`src/rtl/irq_route_matrix.sv`:
```
module irq_route_matrix (
  input  logic       clk,
  input  logic       rst_n,
  input  logic [1:0] ser_req,
  input  logic [1:0] par_req,
  input  logic [1:0] ser_on,
  input  logic [1:0] par_on,
  input  logic [7:0] route,
  input  logic [3:0] pin_pol,
  output logic [3:0] irq_lvl,
  output logic [3:0] irq_oe
);

  localparam int PIN_L3 = 0;
  localparam int PIN_L4 = 1;
  localparam int PIN_L5 = 2;
  localparam int PIN_L7 = 3;

  wire [1:0] sq = ser_req & ser_on;
  wire [1:0] pq = par_req & par_on;

  wire [1:0] f_l3 = route[7:6];
  wire [1:0] f_l4 = route[5:4];
  wire [1:0] f_l7 = route[3:2];
  wire [1:0] f_l5 = route[1:0];

  logic [3:0] drv, act;

  always_comb begin
    drv = '0;
    act = '0;

    drv[PIN_L3] = f_l3[1];
    act[PIN_L3] = f_l3[1] & (f_l3[0] ? sq[1] : sq[0]);

    drv[PIN_L4] = f_l4[1];
    act[PIN_L4] = f_l4[1] & (f_l4[0] ? sq[1] : sq[0]);

    drv[PIN_L7] = |f_l7;
    unique case (f_l7)
      2'b01:   act[PIN_L7] = sq[0];
      2'b10:   act[PIN_L7] = pq[0];
      2'b11:   act[PIN_L7] = pq[1];
      default: act[PIN_L7] = 1'b0;
    endcase

    drv[PIN_L5] = |f_l5;
    unique case (f_l5)
      2'b01:   act[PIN_L5] = sq[1];
      2'b10:   act[PIN_L5] = pq[0];
      2'b11:   act[PIN_L5] = pq[1];
      default: act[PIN_L5] = 1'b0;
    endcase
  end

  always_ff @(posedge clk or negedge rst_n) begin
    if (!rst_n) begin
      irq_oe  <= '0;
      irq_lvl <= '0;
    end else begin
      irq_oe  <= drv;
      irq_lvl <= drv & ~(act ^ pin_pol);
    end
  end

endmodule

```
`config.mk`:
```
export PLATFORM = sky130hd
export DESIGN_NAME = irq_route_matrix
export DESIGN_NICKNAME = d
export VERILOG_FILES = /design/src/rtl/irq_route_matrix.sv
export SDC_FILE = /design/constraint.sdc
export NUM_CORES = 1
export LEC_CHECK = 0
export ABC_AREA = 1
export CAP_MARGIN = 20
export CORE_AREA = 2 2 39 41
export CTS_CLUSTER_SIZE = 24
export DETAILED_ROUTE_END_ITERATION = 7
export DIE_AREA = 0 0 41 43
export GPL_ROUTABILITY_DRIVEN = 1
export PLACE_DENSITY = 0.7
export RECOVER_POWER = 100
export SLEW_MARGIN = 40
export SYNTH_ARGS = -nofsm -noshare
export SYNTH_HDL_FRONTEND = slang
export SYNTH_SLANG_ARGS = --single-unit
```
`constraint.sdc`:
```
create_clock -name clk -period 0.8 [get_ports clk]
set_input_delay 0.12 -clock clk [delete_from_list [all_inputs] [get_ports clk]]
set_output_delay 0.12 -clock clk [all_outputs]
set_load 0.02 [all_outputs]
```
Word level (Yosys, flattened, before mapping)
Index checks and enable logic that the tools add are counted.
{"block": "word_totals", "ff_bits": 8, "input_bits": 22, "output_inout_bits": 8, "elab_cells": 21}
{"block": "op_classes", "eq_ne": 6, "n_mux": 4, "bitwise": 7, "reduce_logical": 2}
{"cell": "$eq 2x2->1 const B", "count": 4}
{"cell": "$pmux 1 s3", "count": 2}
{"cell": "$and 2x2->2", "count": 2}
{"cell": "$and 4x4->4", "count": 1}
{"cell": "$eq 2x1->1 const B", "count": 2}
{"cell": "$not 4->4", "count": 1}
{"cell": "$reduce_or 2->1", "count": 2}
{"cell": "$xor 4x4->4", "count": 1}
{"cell": "$and 1x1->1", "count": 2}
{"cell": "$mux 1", "count": 2}

Logic depth before layout (Yosys ltp)
Gate-level depths: netlist of the first run.
{"block": "logic_depth", "ltp_word": 6, "depth_mapped": 7, "ltp_nobuf": 7}

Least setup slack after synthesis of the first run
Ideal clock, no wire load.
{"block": "synth_timing", "path_kind": "input -> register", "startpoint": "input port ser_req[0]", "endpoint": "register irq_lvl[0]", "setup_ns": 0.117, "arrival_ns": 0.476, "t_required_ns": 0.683, "setup_slack_ns": 0.207, "path_stages": 6, "n_path_buf": 0, "cell_sequence": "nand2_1 > inv_1 > o21ai_1 > nand2_1 > nand2_1 > nor2_1"}
{"block": "synth_between", "elab_chain_cells": 6}
{"element": "start: declaration", "line": "4", "source": "input logic [1:0] ser_req,"}
{"element": "$and 2x2->2", "line": "19", "source": "wire [1:0] sq = ser_req & ser_on;"}
{"element": "$mux 1", "line": "34", "source": "act[PIN_L3] = f_l3[1] & (f_l3[0] ? sq[1] : sq[0]);"}
{"element": "$and 1x1->1", "line": "34"}
{"element": "$xor 4x4->4", "line": "62", "source": "irq_lvl <= drv & ~(act ^ pin_pol);"}
{"element": "$not 4->4", "line": "62"}
{"element": "$and 4x4->4", "line": "62"}
{"element": "end signal: assignment", "line": "62"}
{"element": "end: declaration", "line": "10", "source": "output logic [3:0] irq_lvl,"}
No other way between the ends.

Final worst setup path of the first run
{"block": "layout_timing", "startpoint": "register irq_oe[3]", "endpoint": "output port irq_oe[3]"}
{"element": "start: declaration", "line": "11", "source": "output logic [3:0] irq_oe"}
{"element": "start signal: assignment", "line": "61", "source": "irq_oe <= drv;"}
No word-level cell between the ends.

==> reports/metrics.cfg, run 1 <==
[status]
status=complete, but fails checks
violations=setup timing

[critical_path]
cp_slowest_cell=dfrtp_1
crit_buf_inv=1
arrival_ns=0.76
crit_cells=1
cp.required_ns=0.68
critical_path_class=flop to primary output
path_cells=buf_6
worstSetupEndpointType=primary output
startpoint_type=flop
crit_family=flip-flops
cp_max_fo=1
critical_path.max_stage_delay_ns=0.37

[power_and_ir_drop]
pwr_density_cell_nw_per_um2=1350
peakVddDrop_mv=0.520
leakagePower_nw=0.470

[floorplan]
core-area_sq_um=1380
dieArea_sq_um=1760
start_util=0.294
die_y_microns=43
rows=14
fp.dieW_microns=41
io_pins=30

[cts]
path_clk_slew_ns=0.05
numCtsBuffers=3
clock-sinks=8
root_buffer=clkbuf_4
cts_buffer_depth=2
htreeDepth=1
cts_setup_buffers=0
cts_tree=yes

[routing]
wl_per_cell_microns=9.65
drt_iter0_drc=5
remaining_drc_errors=0
vias_per_cell=4.42
antenna_left=0
drt_pass1_iterations=4
wl_microns=994
vias=455

[place]
gp_congestion=0.717
post-dp-hpwl_microns=825
dp_cells=100
port_buffers=29

[synthesis]
ys_seq_area_frac=0.492
avgSynthCellArea_sq_um=7.39
synth_nets=77
ys_types=9
synthCells=55
synth_seq_cells=8
synth_warnings=0
syn-cell-area_sq_um=407

[global_route]
grt_max_degree=9
antenna_found_initial=0
grt.total_usage=0.126
grt_first_pass_wirelength_mm=1.47
grt_remaining_overflow=0
first_global_vias=393

[sta]
rsz0062_at_grt=yes
fmax_ghz=1.14
setup_slack_ns=-0.0761
layout_min_cycle_time_ns=0.876
finalMaxSlewViolations=0
worst_pin_slew_ns=0.352
finalSetupViolCount=8
relSlewSlack=0.764
finalCritPeriodShare=1.10
hold_violations=0

[cells_and_area]
final_cell_mix=nand2_1, inv_1, dlygate4sd2_1, dfrtp_1, buf_6
drive_above_1_share=0.218
final_util=0.555
syn_to_final_growth_pct=88.9
nFillCells=139
num_antenna_cells=0
final_cells=103
final_common_cell=nand2_1
nets=111

[hold_path]
min_path_type=input port to async pin

[run]
cap_violations=0

layout make-up:
type                       instances  area, sq um  area share
multi-input combinational         35          178       0.231
timing repair buffer              29          303       0.394
tap                               16         20.0      0.0261
clock buffer                       3         22.5      0.0293
inverter                          12         45.0      0.0586
sequential                         8          200       0.261
per-stage QoR:
stage / power [W] / hold WS, ns / area (sq um) / setup TNS (ns) / setup WS, ns
3_3_place_gp: 0.000740 / 0.420 / 717 / -2.99 / -0.300
5_1_grt: 0.00109 / 0.228 / 768 / -0.735 / -0.108
6_report: 0.00104 / 0.207 / 768 / -0.560 / -0.0761
4_1_cts: 0.00106 / 0.149 / 756 / -0.640 / -0.0876
3_5_place_dp: 0.000745 / 0.423 / 717 / -3.15 / -0.334
2_1_floorplan: 0.000553 / -0.176 / 407 / 0 / 0.207
where the power goes:
group,leakage (nW),internal [W],switching [W]
Clock,0.0138,0.000171,0.000133
Combinational,0.362,0.000156,0.000133
Sequential,0.0936,0.000434,0.0000123
metal layers:
metal | share of wire | global-route usage
met4 | 0.031 | 0.120
met1 | 0.36 | 0.125
met2 | 0.48 | 0.203
met5 | 0 | 0
met3 | 0.13 | 0.0209
cell usage after synthesis:
master	instances	area, sq um
nand3_1	2	10.0
nand2_1	18	67.6
inv_1	12	45.0
nand3_2	2	20.0
nand2_2	1	6.26
nor2_1	6	22.5
o21ai_1	2	10.0
nand4_1	4	25.0
dfrtp_1	8	200
repair_timing:
| action | CTS | global route |
|---|---|---|
| resized for setup | 61 | 6 |
| endpoints found under the setup margin | 12 | 12 |
| pin swaps | 2 | 5 |
| hold buffers | 0 | 0 |
| cloned | 0 | 0 |
| endpoints found under the hold margin | 0 | 0 |
registers in the layout, summed over array words and instances, names as in the netlist:
name / cells
irq_lvl: 4
irq_oe: 4
kinds of logic (layout without fill, tap and decap cells):
group,after synthesis,count (layout),synth area share
compound gates,2,2,0.0246
buf+inv,12,44,0.111
flops,8,8,0.492
simple gates,33,33,0.372
how the worst max path moves through the flow:
stage / from / endpoint / slack, ns
2_1_floorplan: ser_req[0] / irq_lvl[0] / 0.21
3_3_place_gp: route[1] / irq_lvl[2] / -0.30
3_5_place_dp: ser_req[0] / irq_lvl[0] / -0.33
4_1_cts: irq_oe[3] / irq_oe[3] / -0.09
5_1_grt: irq_oe[3] / irq_oe[3] / -0.11
6_report: irq_oe[3] / irq_oe[3] / -0.08
No activity file was read; power rests on OpenSTA's default activity.
==> run 2, diff against run 1 <==
==> constraint.sdc (replaced) <==
create_clock -name clk -period 1.1 [get_ports clk]
set_input_delay 0.165 -clock clk [delete_from_list [all_inputs] [get_ports clk]]
set_output_delay 0.165 -clock clk [all_outputs]
set_load 0.02 [all_outputs]
==> reports/metrics.cfg, run 2 (synthesis gave the netlist of run 1 again) <==
[status]
status=finished clean

[floorplan]
start_util=0.294
fp.dieW_microns=41
die_y_microns=43
io_pins=30
rows=14
core-area_sq_um=1380
dieArea_sq_um=1760

[place]
gp_congestion=0.717
post-dp-hpwl_microns=825
dp_slack_ns=-0.0795
port_buffers=29
dp_cells=100
place_area_sq_um=717

[cts]
cts_setup_buffers=0
root_buffer=clkbuf_4
clock-sinks=8
htreeDepth=1
cts_buffer_depth=2
numCtsBuffers=3
cts_hold_buf=0
cts_tree=yes
path_clk_slew_ns=0.05

[power_and_ir_drop]
p_sw_frac=0.261
pwr-share-clk=0.299
power_switching_w=0.000192
peakVddDrop_mv=0.332
pwr_density_cell_nw_per_um2=1020
p_seq_frac=0.434
internal_power_w=0.000545
p_comb_frac=0.267
leakagePower_nw=0.384

[critical_path]
crit_family=flip-flops
crit_cells=1
critical_path.max_stage_delay_ns=0.35
crit_start=irq_lvl[0]
critical_path_class=flop to primary output
cp.required_ns=0.94
worstSetupEndpointType=primary output
worstSetupEndpoint=irq_lvl[0]
cp_max_fo=1
startpoint_type=flop
cp_slowest_cell=dfrtp_1
path_cells=clkdlybuf4s15_1
arrival_ns=0.89
crit_buf_inv=1

[sta]
fin_hold_ws_ns=0.253
tns_ns=0
relSlewSlack=0.763
finalSetupViolCount=0
worst_pin_slew_ns=0.354
fmax_ghz=0.951
finalMaxSlewViolations=0
hold_violations=0
setup_slack_ns=0.0486
rsz0062_at_grt=no
finalCritPeriodShare=0.956
layout_min_cycle_time_ns=1.05

[routing]
drt_iter0_drc=5
vias=443
vias_per_cell=4.30
remaining_drc_errors=0
wl_microns=956
antenna_left=0
drt_pass1_iterations=4
wl_per_cell_microns=9.28

[cells_and_area]
syn_to_final_growth_pct=78.2
nets=111
largestRegisters=irq_lvl (4), irq_oe (4)
num_antenna_cells=0
final_common_cell=nand2_1
final_area_sq_um=724
final_cell_mix=nand2_1, clkdlybuf4s50_1, inv_1, dfrtp_1
final_cells=103
drive_above_1_share=0.0575

[global_route]
grt.total_usage=0.122
grt_remaining_overflow=0
grt_first_pass_wirelength_mm=1.41
grt_max_degree=9
first_global_vias=370
antenna_found_initial=0

[run]
cap_violations=0

[hold_path]
min_path_type=input port to async pin

## run 2: per-stage QoR
stage / total power, W / util
2_1_floorplan: 0.000402 / -
3_3_place_gp: 0.000538 / 0.518
3_5_place_dp: 0.000542 / 0.518
4_1_cts: 0.000753 / 0.529
5_1_grt: 0.000777 / 0.524
6_report: 0.000736 / 0.524
## run 2: timing repair
item / CTS / global route
setup endpoints to repair: 8 / 8
gates resized for setup: 10 / 8
gates cloned: 0 / 0
## run 2: worst min path at each step
stage	start	to	slack, ns	cells after the start
2_1_floorplan	rst_n	irq_lvl[0]	-0.13	0
3_3_place_gp	rst_n	irq_oe[2]	0.46	1
3_5_place_dp	rst_n	irq_oe[1]	0.47	1
4_1_cts	rst_n	irq_lvl[0]	0.19	1
5_1_grt	rst_n	irq_oe[3]	0.27	1
6_report	rst_n	irq_oe[3]	0.25	1
## run 2: cell type report
type | instances | area, sq um
Inverter | 12 | 45.0
Tap cell | 16 | 20.0
Clock buffer | 3 | 22.5
Timing Repair Buffer | 29 | 278
Sequential cell | 8 | 200
Multi-Input combinational cell | 35 | 159
Fill cell | 146 | 659
## run 2: layer usage
| metal | track usage | vias up | share of wire |
|---|---|---|---|
| li1 | - | 233 | - |
| met1 | 0.122 | 181 | 0.37 |
| met2 | 0.194 | 26 | 0.46 |
| met3 | 0.0209 | 3 | 0.13 |
| met4 | 0.120 | 0 | 0.032 |
| met5 | 0 | - | 0 |
## run 2: power groups by stage
stage	clock network, W	logic, W	registers, W
6_report	0.000220	0.000196	0.000320
2_1_floorplan	0	0.0000490	0.000353
3_5_place_dp	0	0.000217	0.000325
3_3_place_gp	0	0.000214	0.000324
5_1_grt	0.000237	0.000217	0.000322
4_1_cts	0.000230	0.000204	0.000319
